[src/rtl/ect_pkg.sv]
package ect_pkg;
    // edge indices, also the order of flags within the status word
    localparam int unsigned EDGE_RISE = 0;
    localparam int unsigned EDGE_FALL = 1;
    localparam int unsigned NUM_EDGES = 2;

    // register addresses
    localparam int unsigned REG_CTRL     = 0;
    localparam int unsigned REG_STAT     = 1;
    localparam int unsigned REG_COUNT    = 2;
    localparam int unsigned REG_CAP_BASE = 3;   // rise at +0, fall at +1

    // control word fields
    localparam int unsigned CTRL_RUN     = 0;
    localparam int unsigned CTRL_IE_BASE = 1;   // one enable per edge

    // status word fields
    localparam int unsigned STAT_FLAG_BASE = 0;
    localparam int unsigned STAT_OVR_BASE  = 2;
endpackage

[src/rtl/ect_sync_edge.sv]
module ect_sync_edge #(
    parameter int unsigned STAGES = 2
) (
    input  logic clk,
    input  logic rst_n,
    input  logic async_in,
    output logic level_o,
    output logic rise_o,
    output logic fall_o
);
    typedef struct packed {
        logic [STAGES-1:0] chain;
        logic              last;
    } sync_st_t;

    sync_st_t s_d, s_q;

    always_comb begin
        s_d          = s_q;
        s_d.chain[0] = async_in;
        for (int i = 1; i < int'(STAGES); i++) begin
            s_d.chain[i] = s_q.chain[i-1];
        end
        s_d.last = s_q.chain[STAGES-1];
    end

    always_ff @(posedge clk or negedge rst_n) begin
        if (!rst_n) begin
            s_q <= '0;
        end else begin
            s_q <= s_d;
        end
    end

    assign level_o = s_q.chain[STAGES-1];
    assign rise_o  = s_q.chain[STAGES-1] & ~s_q.last;
    assign fall_o  = ~s_q.chain[STAGES-1] & s_q.last;
endmodule

[src/rtl/ect_counter.sv]
module ect_counter #(
    parameter int unsigned W = 16
) (
    input  logic         clk,
    input  logic         rst_n,
    input  logic         run,
    output logic [W-1:0] count_o
);
    typedef struct packed {
        logic [W-1:0] cnt;
    } cnt_st_t;

    cnt_st_t s_d, s_q;

    always_comb begin
        s_d = s_q;
        if (run) begin
            s_d.cnt = s_q.cnt + W'(1);   // natural wrap at all ones
        end
    end

    always_ff @(posedge clk or negedge rst_n) begin
        if (!rst_n) begin
            s_q <= '0;
        end else begin
            s_q <= s_d;
        end
    end

    assign count_o = s_q.cnt;
endmodule

[src/rtl/ect_capture_slot.sv]
module ect_capture_slot #(
    parameter int unsigned W = 16
) (
    input  logic         clk,
    input  logic         rst_n,
    input  logic         hit,
    input  logic [W-1:0] count_i,
    input  logic         clr_flag,
    input  logic         clr_ovr,
    output logic [W-1:0] value_o,
    output logic         flag_o,
    output logic         ovr_o
);
    typedef struct packed {
        logic [W-1:0] value;
        logic         flag;
        logic         ovr;
    } slot_st_t;

    slot_st_t s_d, s_q;

    always_comb begin
        s_d = s_q;
        if (clr_flag) begin
            s_d.flag = 1'b0;
        end
        if (clr_ovr) begin
            s_d.ovr = 1'b0;
        end
        // a capture overrides any clear in the same cycle
        if (hit) begin
            s_d.value = count_i;
            s_d.flag  = 1'b1;
            if (s_q.flag) begin
                s_d.ovr = 1'b1;
            end
        end
    end

    always_ff @(posedge clk or negedge rst_n) begin
        if (!rst_n) begin
            s_q <= '0;
        end else begin
            s_q <= s_d;
        end
    end

    assign value_o = s_q.value;
    assign flag_o  = s_q.flag;
    assign ovr_o   = s_q.ovr;
endmodule

[src/rtl/edge_capture_timer.sv]
module edge_capture_timer
    import ect_pkg::*;
#(
    parameter int unsigned CNT_W       = 16,
    parameter int unsigned ADDR_W      = 3,
    parameter int unsigned SYNC_STAGES = 2
) (
    input  logic              clk,
    input  logic              rst_n,
    input  logic              cap_in,
    input  logic              wr_en,
    input  logic              rd_en,
    input  logic [ADDR_W-1:0] addr,
    input  logic [CNT_W-1:0]  wr_data,
    output logic [CNT_W-1:0]  rd_data,
    output logic              irq
);
    localparam int unsigned REG_CAP_RISE = REG_CAP_BASE + EDGE_RISE;
    localparam int unsigned REG_CAP_FALL = REG_CAP_BASE + EDGE_FALL;

    typedef struct packed {
        logic                 run;
        logic [NUM_EDGES-1:0] ie;
        logic [CNT_W-1:0]     rd_data;
    } top_st_t;

    top_st_t s_d, s_q;

    logic                 sync_level;
    logic [NUM_EDGES-1:0] edge_hit;
    logic [CNT_W-1:0]     count;
    logic [CNT_W-1:0]     cap_val [NUM_EDGES];
    logic [NUM_EDGES-1:0] flag;
    logic [NUM_EDGES-1:0] ovr;
    logic [NUM_EDGES-1:0] clr_flag;
    logic [NUM_EDGES-1:0] clr_ovr;
    logic                 ctrl_wr;
    logic                 stat_wr;
    logic [CNT_W-1:0]     rd_next;

    ect_sync_edge #(.STAGES(SYNC_STAGES)) u_sync (
        .clk      (clk),
        .rst_n    (rst_n),
        .async_in (cap_in),
        .level_o  (sync_level),
        .rise_o   (edge_hit[EDGE_RISE]),
        .fall_o   (edge_hit[EDGE_FALL])
    );

    ect_counter #(.W(CNT_W)) u_cnt (
        .clk     (clk),
        .rst_n   (rst_n),
        .run     (s_q.run),
        .count_o (count)
    );

    assign ctrl_wr = wr_en && (int'(addr) == int'(REG_CTRL));
    assign stat_wr = wr_en && (int'(addr) == int'(REG_STAT));

    for (genvar e = 0; e < int'(NUM_EDGES); e++) begin : g_slot
        assign clr_flag[e] = stat_wr && wr_data[STAT_FLAG_BASE + e];
        assign clr_ovr[e]  = stat_wr && wr_data[STAT_OVR_BASE + e];

        ect_capture_slot #(.W(CNT_W)) u_slot (
            .clk      (clk),
            .rst_n    (rst_n),
            .hit      (edge_hit[e]),
            .count_i  (count),
            .clr_flag (clr_flag[e]),
            .clr_ovr  (clr_ovr[e]),
            .value_o  (cap_val[e]),
            .flag_o   (flag[e]),
            .ovr_o    (ovr[e])
        );
    end

    // read multiplexer
    always_comb begin
        rd_next = '0;
        case (int'(addr))
            int'(REG_CTRL): begin
                rd_next[CTRL_RUN]                   = s_q.run;
                rd_next[CTRL_IE_BASE +: NUM_EDGES]  = s_q.ie;
            end
            int'(REG_STAT): begin
                rd_next[STAT_FLAG_BASE +: NUM_EDGES] = flag;
                rd_next[STAT_OVR_BASE +: NUM_EDGES]  = ovr;
            end
            int'(REG_COUNT):    rd_next = count;
            int'(REG_CAP_RISE): rd_next = cap_val[EDGE_RISE];
            int'(REG_CAP_FALL): rd_next = cap_val[EDGE_FALL];
            default:            rd_next = '0;
        endcase
    end

    always_comb begin
        s_d = s_q;
        if (ctrl_wr) begin
            s_d.run = wr_data[CTRL_RUN];
            s_d.ie  = wr_data[CTRL_IE_BASE +: NUM_EDGES];
        end
        if (rd_en) begin
            s_d.rd_data = rd_next;
        end
    end

    always_ff @(posedge clk or negedge rst_n) begin
        if (!rst_n) begin
            s_q <= '0;
        end else begin
            s_q <= s_d;
        end
    end

    assign rd_data = s_q.rd_data;
    assign irq     = |(flag & s_q.ie);
endmodule

[config.mk]
export PLATFORM = sky130hd
export DESIGN_NAME = edge_capture_timer
export DESIGN_NICKNAME = d
export VERILOG_FILES = /design/src/rtl/ect_pkg.sv /design/src/rtl/ect_sync_edge.sv /design/src/rtl/ect_counter.sv /design/src/rtl/ect_capture_slot.sv /design/src/rtl/edge_capture_timer.sv
export SDC_FILE = /design/constraint.sdc
export NUM_CORES = 1
export LEC_CHECK = 0
export BUFFER_PORTS_ARGS = -buffer_cell sky130_fd_sc_hd__buf_2
export CAP_MARGIN = 20
export CORE_MARGIN = 2
export CORE_UTILIZATION = 58
export CTS_CLUSTER_SIZE = 25
export DETAILED_ROUTE_END_ITERATION = 6
export MAX_ROUTING_LAYER = met4
export PLACE_DENSITY = 0.79
export SLEW_MARGIN = 20
export SYNTH_ARGS = -nofsm -noshare
export SYNTH_HDL_FRONTEND = slang
export SYNTH_SLANG_ARGS = --single-unit
export TNS_END_PERCENT = 30
[constraint.sdc]
create_clock -name clk -period 1.75 [get_ports clk]
set_clock_uncertainty 0.2 [all_clocks]
set_input_delay 0.2625 -clock clk [delete_from_list [all_inputs] [get_ports clk]]
set_output_delay 0.2625 -clock clk [all_outputs]
set_load 0.005 [all_outputs]
* Word-level counts from Yosys, hierarchy flattened
Cells that the tools add are included.
Widths: inputs -> output; s select.
** Storage, ports and cells
- Word-level logic and storage cells :: 45
- Flip-flop bits (word level) :: 74
- Input bits :: 24
- Output and inout port bits :: 17
** Cells by class
- Reductions and logical operators :: 11
- Bitwise operators :: 5
- Add/subtract/negate cells :: 1
- Muxes and demuxes :: 11
- Eq/ne operators :: 5
** Operator list (count)
- $pmux 12 s3 :: 1
- $add 16x1->16 const B :: 1
- $pmux 3 s5 :: 1
- $eq 3x2->1 const B :: 3
- $logic_and 1x1->1 :: 6
- $logic_not 3->1 :: 2
- $mux 1 :: 6
- $mux 2 :: 2
- $pmux 1 s4 :: 1
- $reduce_bool 2->1 :: 2
- $eq 3x1->1 const B :: 1
- $eq 3x3->1 const B :: 1
- $and 1x1->1 :: 2
- $and 2x2->2 :: 1
- $not 1->1 :: 2
- $reduce_or 2->1 :: 1

* Depth between registers and ports, before layout
Gate-level depths: netlist of the first run.
- Depth in word-level cells :: 6
- Mapped depth :: 7

* Cells and area by module
From an unflattened synthesis of the first run, not the netlist that was laid out.
** Second synthesis, totals
- Cell total of the unflattened synthesis :: 287
- Area, all modules :: 3548.4 um^2
** Modules (own cells, without submodules)
- ect_capture_slot :: area each 716.9 um^2, instances 2, cells each 41
- edge_capture_timer :: area each 1328.8 um^2, instances 1, cells each 144
- ect_counter :: area each 695.7 um^2, instances 1, cells each 56
- ect_sync_edge :: area each 90.1 um^2, instances 1, cells each 5

* Least setup slack after synthesis of the first run
No wires, ideal clock.
- Path type :: in2reg
- From :: input port addr[1]
- To :: register s_q, in the netlist rd_data[10]
- Library setup time :: 135 ps
- Setup slack :: 239 ps
- Arrival :: 1177 ps
- Stages :: 7
- Path buffers :: 3
- Cell sequence :: buf_6 -> nor2b_1 -> buf_2 -> buf_6 -> a22oi_1 -> a2bb2oi_1 -> o22ai_1
** On the way
- Word-level cells in the longest chain between the ends :: 2
** Ends and longest elaborated chain
- start: declaration :: RTL line edge_capture_timer.sv:13 : input logic [ADDR_W-1:0] addr,
- $eq 3x3->1 / $eq 3x2->1 (equally long branches) :: RTL line edge_capture_timer.sv:80 : case (int'(addr))
- $pmux 12 s3 * :: RTL line edge_capture_timer.sv:80
- end signal: assignment :: RTL line edge_capture_timer.sv:109 : s_q <= '0;
- end signal: assignment :: RTL line edge_capture_timer.sv:111 : s_q <= s_d;
- end: declaration :: RTL line edge_capture_timer.sv:27 : top_st_t s_d, s_q;
Mark *: on every way between the ends. The rest lies on a longest branch, timed or not.
A chain may end at the register's enable or synchronous reset.

* Worst setup path in the final report of the first run
- From :: register u_cnt.s_q, in the netlist u_cnt.count_o[2]
- To :: register u_cnt.s_q, in the netlist u_cnt.count_o[15]
** On the way
- Word-level cells in the longest chain between the ends :: 1
** Ends and longest elaborated chain
- start: declaration :: RTL line ect_counter.sv:13 : cnt_st_t s_d, s_q;
- start signal: assignment :: RTL line ect_counter.sv:24 : s_q <= '0;
- start signal: assignment :: RTL line ect_counter.sv:26 : s_q <= s_d;
- $add 16x1->16 :: RTL line ect_counter.sv:18 : s_d.cnt = s_q.cnt + W'(1);
No other way between the ends.

==> run_results.csv, run 1 <==
group,metric,value,unit
worst_hold_path,timing.hold.worst.start,"wr_data[3]",
logic_synthesis,netlist.area_leader.share,54.53,%
placed_design,routabilityCongestion,0.7846,
floorplan,die-width,80.52,um
setup_path,worst_r2r_startpoint,"u_cnt.count_o[2]",
global_routing,grt_max_degree,75,
timing,setup-violations-final,0,
setup_path,rrSetupSlack,170,ps
floorplan,die_y,80.52,um
floorplan,die_area,0.006483,mm^2
timing,post-route-worst-setup-slack,171.5,ps
floorplan,rows,27,
timing,grt_setup_unrepaired,"false",
logic_synthesis,synth-seq-cells,74,
finish,ff_latch_area,0.001853,mm^2
finish,multi_input_area,0.001271,mm^2
cts,clockRootBuffer,"clkbuf_8",
flow_run,max-cap-violations,0,
detailed_routing,postRouteWirelength,6562,um
global_routing,antenna_found_initial,0,
setup_path,cp.required,1780,ps
finish,finalNetCount,334,
floorplan,core_area,0.005574,mm^2
placed_design,hpwlAfterDp,4278,um
detailed_routing,drc_errors,0,
logic_synthesis,yosysTopAreaCell,"dfrtp_1",
global_routing,gr-total-overflow,0,
logic_synthesis,mappedNetlistArea,0.003396,mm^2
logic_synthesis,post_synth_main_area_contributors,"dfrtp_1 (55%), mux2_2 (11%), buf_4 (3.8%), a2bb2oi_1 (3.1%), a22oi_1 (2.9%)",
detailed_routing,initialDrtViolationCount,216,
cts,cts_max_path_buffers,2,
power_and_ir_drop,irDropWorstVdd,0.0007967,V
cts,htreeDepth,3,
placed_design,place.port_buffers,28,
cts,post-cts-setup-buffers,0,
finish,finish.instance_area,0.003834,mm^2
global_routing,grt_first_pass_wirelength,11180,um
power_and_ir_drop,power.total,0.004325,W
detailed_routing,vias,2201,
cts,clk_transition_reported_paths,70,ps
setup_path,crit_path_start,"u_cnt.count_o[2]",
finish,fill_cells,392,
setup_path,cp.arrival,1610,ps
logic_synthesis,ys_dominant_reg_cell,"dfrtp_1",
timing,max_slew.worst_pin.slew,757.6,ps
placed_design,placed_cell_area,0.003572,mm^2
timing,drv_slew,0,
floorplan,floorplan.initialDensity,60.92,%
logic_synthesis,syn-mean-instance-area,12.21,um^2
power_and_ir_drop,pd_cells,1128,mW/mm^2
power_and_ir_drop,p_leak,1.807,nW
logic_synthesis,number_of_enable_type_register_cells_in_the_synthesized_netlist,0,
global_routing,grt_usage,23.96,%
timing,final_period_minus_worst_setup_slack,1578,ps
detailed_routing,antenna_nets_post_route,0,
timing,hold_ws,57.19,ps
cts,numCtsBuffers,9,
cts,clock_insertion_delay_worst_skew,340,ps
finish,layout.cells.most_common,"dfrtp_1",
timing,achievable-frequency,633.5,MHz
finish,postLayoutCoreUtil,68.78,%
placed_design,place_ws,-29.59,ps
cts,tritoncts_clock_tree,"built",
setup_path,endpoint_kind_of_the_worst_setup_timing_path,"register",
finish,antenna_cells_inserted,0,
finish,layout-drive-gt1-share,33.12,%
setup_path,critical_path.max_fanout,5,
timing,timing_hold_violations_final,0,
logic_synthesis,synth.yosys.seq_area_share,54.53,%
logic_synthesis,yosys.cell_types.count,39,
logic_synthesis,async_reset_ff_share,100.0,%
logic_synthesis,synth_cells,278,
timing,timing.max_slew.rel_slack,49.15,%
detailed_routing,wl_per_cell,17.00,um
logic_synthesis,mappedNetlistNets,303,
worst_hold_path,holdCritPathClass,"input pin to register",
global_routing,grt_pass1_vias,2282,
status,outcome,"completed",
setup_path,timing.setup.critical_path_class,"register to register",
cts,clock_sinks,74,
finish,flow.area_growth_from_synthesis,12.90,%
detailed_routing,firstDrtPassIters,4,
setup_path,startpoint_type,"register",
detailed_routing,via_per_inst,5.702,
floorplan,io_pins,41,
timing,post-route-period-util,90.20,%
finish,layout_common_cells,"dfrtp_1 (73), mux2_2 (34), buf_2 (28), nand2_1 (22), buf_4 (19)",
logic_synthesis,yosys_warnings,0,
==> state kept, by name, indices dropped and copies added (netlist names) <==
signal                 count
u_cnt.count_o             16
g_slot.u_slot.ovr_o        2
g_slot.u_slot.value_o     32
s_q                        3
u_sync.s_d                 1
g_slot.u_slot.flag_o       2
u_sync.s_q                 1
u_sync.level_o             1
rd_data                   16
==> report_power, final <==
| part | switching, W | internal, W | leakage (nW) |
|---|---|---|---|
| sequential | 0.000196 | 0.00195 | 0.962 |
| clock | 0.000608 | 0.000802 | 0.107 |
| combinational | 0.000352 | 0.000413 | 0.737 |
| total | 0.00116 | 0.00317 | 1.81 |
==> cell usage after synthesis, drive strengths merged, types with 2 or more instances <==
cell     count
o21a         3
nor2         4
nand4        4
dfrtp       74
a31oi        2
mux4         2
inv         15
clkbuf       4
mux2i        3
xnor2       11
buf         29
a2bb2oi     12
o21ai        5
nor3         3
nand2       22
o22ai       12
xor2         4
mux2        34
and3         2
nand3        4
nand2b       5
a22oi       13
o221ai       2
==> layer usage <==
metal	wire length [um]	vias up	track usage [%]
met5	0	-	-
met4	136	0	10.85
met3	296	12	3.933
met2	3158	67	36.92
met1	2969	1086	31.42
li1	-	1036	-
==> what timing repair did <==
| item | CTS | global route |
|---|---|---|
| hold endpoints to repair | 79 | 0 |
| hold buffers | 5 | 0 |
| endpoints found under the setup margin | 0 | 1 |
| gates resized for setup | 0 | 1 |
==> cells by family (layout without fill, tap and decap cells) <==
kind of cell             Yosys count  count (layout)  synth area share (%)
adder cells (fa/ha/maj)            1               1                0.3684
buffers and inverters             48              84                 8.032
multiplexers                      39              39                 13.49
flip-flops                        74              74                 54.53
XOR/XNOR                          15              15                 3.869
AND/OR/NAND/NOR                   51              51                 8.991
AO/OA/AOI/OAI                     50              50                 10.72
==> metrics by stage <==
step	cells	setup TNS, ps
after global routing	386	0
after detailed placement	365	-79.06
after floorplan	278	0
final	386	0
after CTS	386	0
after global placement	365	0
==> worst max-delay path: stages (launching register included) <==
cell and delay (ps):
dfrtp_1 430, nand4_4 180, nor3_2 340, nand3_1 170, xnor2_1 150
==> path summary, 6_finish.rpt <==
check | endpoint | depth (start not counted)
worst min register to register | u_sync.level_o | 0
worst min-delay path | g_slot[1].u_slot.ovr_o | 4
min in group asynchronous | u_sync.s_d[2] | 3
max in group asynchronous | u_cnt.count_o[7] | 3
worst max register to register | u_cnt.count_o[15] | 4
worst max-delay path | u_cnt.count_o[15] | 4
==> area by class of cell <==
cell class              count  share of cell area [%]
well taps                  72                   2.350
clock buffers              11                   3.427
repair buffers             53                   9.204
multi-input cells         156                   33.16
flip-flops and latches     74                   48.34
inverters                  15                   1.469
clock inverters             5                   2.056
Power figures use the tool's default switching activity.
==> run 2, diff against run 1 <==
CORE_MARGIN = 5   (was 2)
RECOVER_POWER = 25   (was default)
==> run_results.csv, run 2 (synthesized netlist as in run 1, its figures left out) <==
group,metric,value,unit
power_and_ir_drop,power_frac_comb,18.6,%
cts,clock_sinks,74,
setup_path,rrSetupSlack,150,ps
setup_path,cp.required,1830,ps
finish,fill_cells,392,
detailed_routing,wl_per_cell,17.03,um
global_routing,gr-total-overflow,0,
cts,cts_max_path_buffers,2,
floorplan,core_area,0.005608,mm^2
timing,final_period_minus_worst_setup_slack,1604,ps
cts,clockRootBuffer,"clkbuf_8",
power_and_ir_drop,irDropWorstVdd,0.0005490,V
finish,largest_reg_flops,32,
finish,layout.cells.most_common,"dfrtp_1",
setup_path,cp.arrival,1680,ps
global_routing,antenna_found_initial,0,
floorplan,io_pins,41,
power_and_ir_drop,p_leak,1.814,nW
power_and_ir_drop,pd_cells,1103,mW/mm^2
finish,layout-drive-gt1-share,33.54,%
floorplan,die-width,86.52,um
finish,flow.area_growth_from_synthesis,14.22,%
setup_path,rr_worst_depth,5,
placed_design,place.port_buffers,28,
finish,antenna_cells_inserted,0,
timing,drv_slew,0,
global_routing,grt_max_degree,34,
timing,max_slew.worst_pin.slew,789.3,ps
finish,ff_latch_area,0.001853,mm^2
setup_path,worstSetupEndpoint,"u_cnt.count_o[10]",
setup_path,startpoint_type,"register",
timing,timing_hold_violations_final,0,
timing,setup-violations-final,0,
global_routing,grt_pass1_vias,2302,
status,outcome,"completed",
finish,finalNetCount,336,
setup_path,worst_r2r_startpoint,"u_cnt.count_o[0]",
detailed_routing,vias,2241,
detailed_routing,postRouteWirelength,6608,um
floorplan,die_area,0.007485,mm^2
timing,achievable-frequency,623.4,MHz
worst_hold_path,holdCritPathClass,"input pin to register",
detailed_routing,firstDrtPassIters,4,
global_routing,grt_usage,20.24,%
cts,clock_insertion_delay_worst_skew,350,ps
placed_design,routabilityCongestion,0.7579,
timing,hold_ws,75.27,ps
setup_path,crit_path_start,"u_cnt.count_o[0]",
timing,grt_setup_unrepaired,"false",
detailed_routing,antenna_nets_post_route,0,
cts,htreeDepth,3,
setup_path,worst_r2r_endpoint,"u_cnt.count_o[10]",
cts,numCtsBuffers,9,
setup_path,critical_path.max_fanout,6,
floorplan,rows,27,
cts,post-cts-setup-buffers,0,
finish,multi_input_area,0.001271,mm^2
global_routing,grt_first_pass_wirelength,11260,um
detailed_routing,via_per_inst,5.776,
finish,layout_common_cells,"dfrtp_1 (73), mux2_2 (34), buf_2 (27), nand2_1 (22), buf_4 (16)",
timing,post-route-period-util,91.67,%
flow_run,max-cap-violations,0,
setup_path,timing.setup.critical_path_class,"register to register",
cts,tritoncts_clock_tree,"built",
power_and_ir_drop,clkPwrFrac,31.5,%
timing,post-route-worst-setup-slack,145.8,ps
power_and_ir_drop,total_switching_power,0.001204,W
finish,postLayoutCoreUtil,69.17,%
detailed_routing,initialDrtViolationCount,79,
power_and_ir_drop,power.total,0.004279,W
setup_path,endpoint_kind_of_the_worst_setup_timing_path,"register",
worst_hold_path,timing.hold.worst.start,"addr[2]",
power_and_ir_drop,switching_share,28.15,%
placed_design,hpwlAfterDp,4505,um
detailed_routing,drc_errors,0,
timing,timing.max_slew.rel_slack,47.02,%
power_and_ir_drop,power.sequential.fraction,50.0,%
floorplan,die_y,86.52,um
cts,clk_transition_reported_paths,80,ps
power_and_ir_drop,cell_internal_pwr,0.003074,W
floorplan,floorplan.initialDensity,60.55,%
placed_design,place_ws,-84.61,ps
-- run 2: changes by cell type in the layout (fill, tap and decap cells not counted), sizes merged --
cell | previous run | this run
bufinv | 2 | 1
dlygate4sd3 | 5 | 6
clkinvlp | 0 | 3
clkinv | 3 | 2
buf | 48 | 47
clkbuf | 11 | 12
-- run 2: how the worst min path moves through the flow --
stage	slack, ps	cells after the start	to
after floorplan	-230	0	g_slot[0].u_slot.flag_o
after global placement	40	1	u_sync.s_d[2]
after detailed placement	50	1	u_sync.s_q[0]
after CTS	70	4	rd_data[0]
after global routing	100	4	rd_data[2]
final	80	3	rd_data[0]
-- run 2: layout make-up --
class / instances / share of cell area (%)
sequential: 74 / 47.77
clock inverter: 6 / 1.710
clock buffer: 10 / 3.548
multi-input combinational: 156 / 32.77
tap: 72 / 2.323
timing repair buffer: 55 / 10.42
inverter: 15 / 1.452
-- run 2: what timing repair did --
item,4_1_cts,5_1_grt
resized for setup,0,1
endpoints found under the hold margin,24,0
hold buffers,6,0
setup endpoints to repair,0,1
-- run 2: layer usage --
metal	share of wire [%]	up-vias	GRT usage, %
li1	-	1047	-
met1	46	1137	25.86
met2	48	42	31.85
met3	3.5	15	3.992
met4	1.7	0	8.074
met5	0	-	-
-- run 2: per-stage QoR --
stage               TNS, ps  instance area, um^2  cells
CTS                       0                 3881    388
global route              0                 3879    388
global placement     -476.3                 3617    366
floorplan                 0                 3396    278
finish                    0                 3879    388
detailed placement   -542.3                 3617    366
-- run 2: power by group through the flow --
stage               registers, W  logic [W]  clock network [W]
finish                   0.00214   0.000795            0.00135
global route             0.00216   0.000868            0.00143
global placement         0.00215   0.000743                  0
detailed placement       0.00216   0.000779                  0
floorplan                0.00215   0.000486                  0
CTS                      0.00213   0.000802            0.00136
-- run 2: critical path, cell delays in order (launching register included) --
cell	delay [ps]
dfrtp_2	420
ha_1	230
nand2_1	120
nor3_4	210
and3_1	200
xor2_1	150
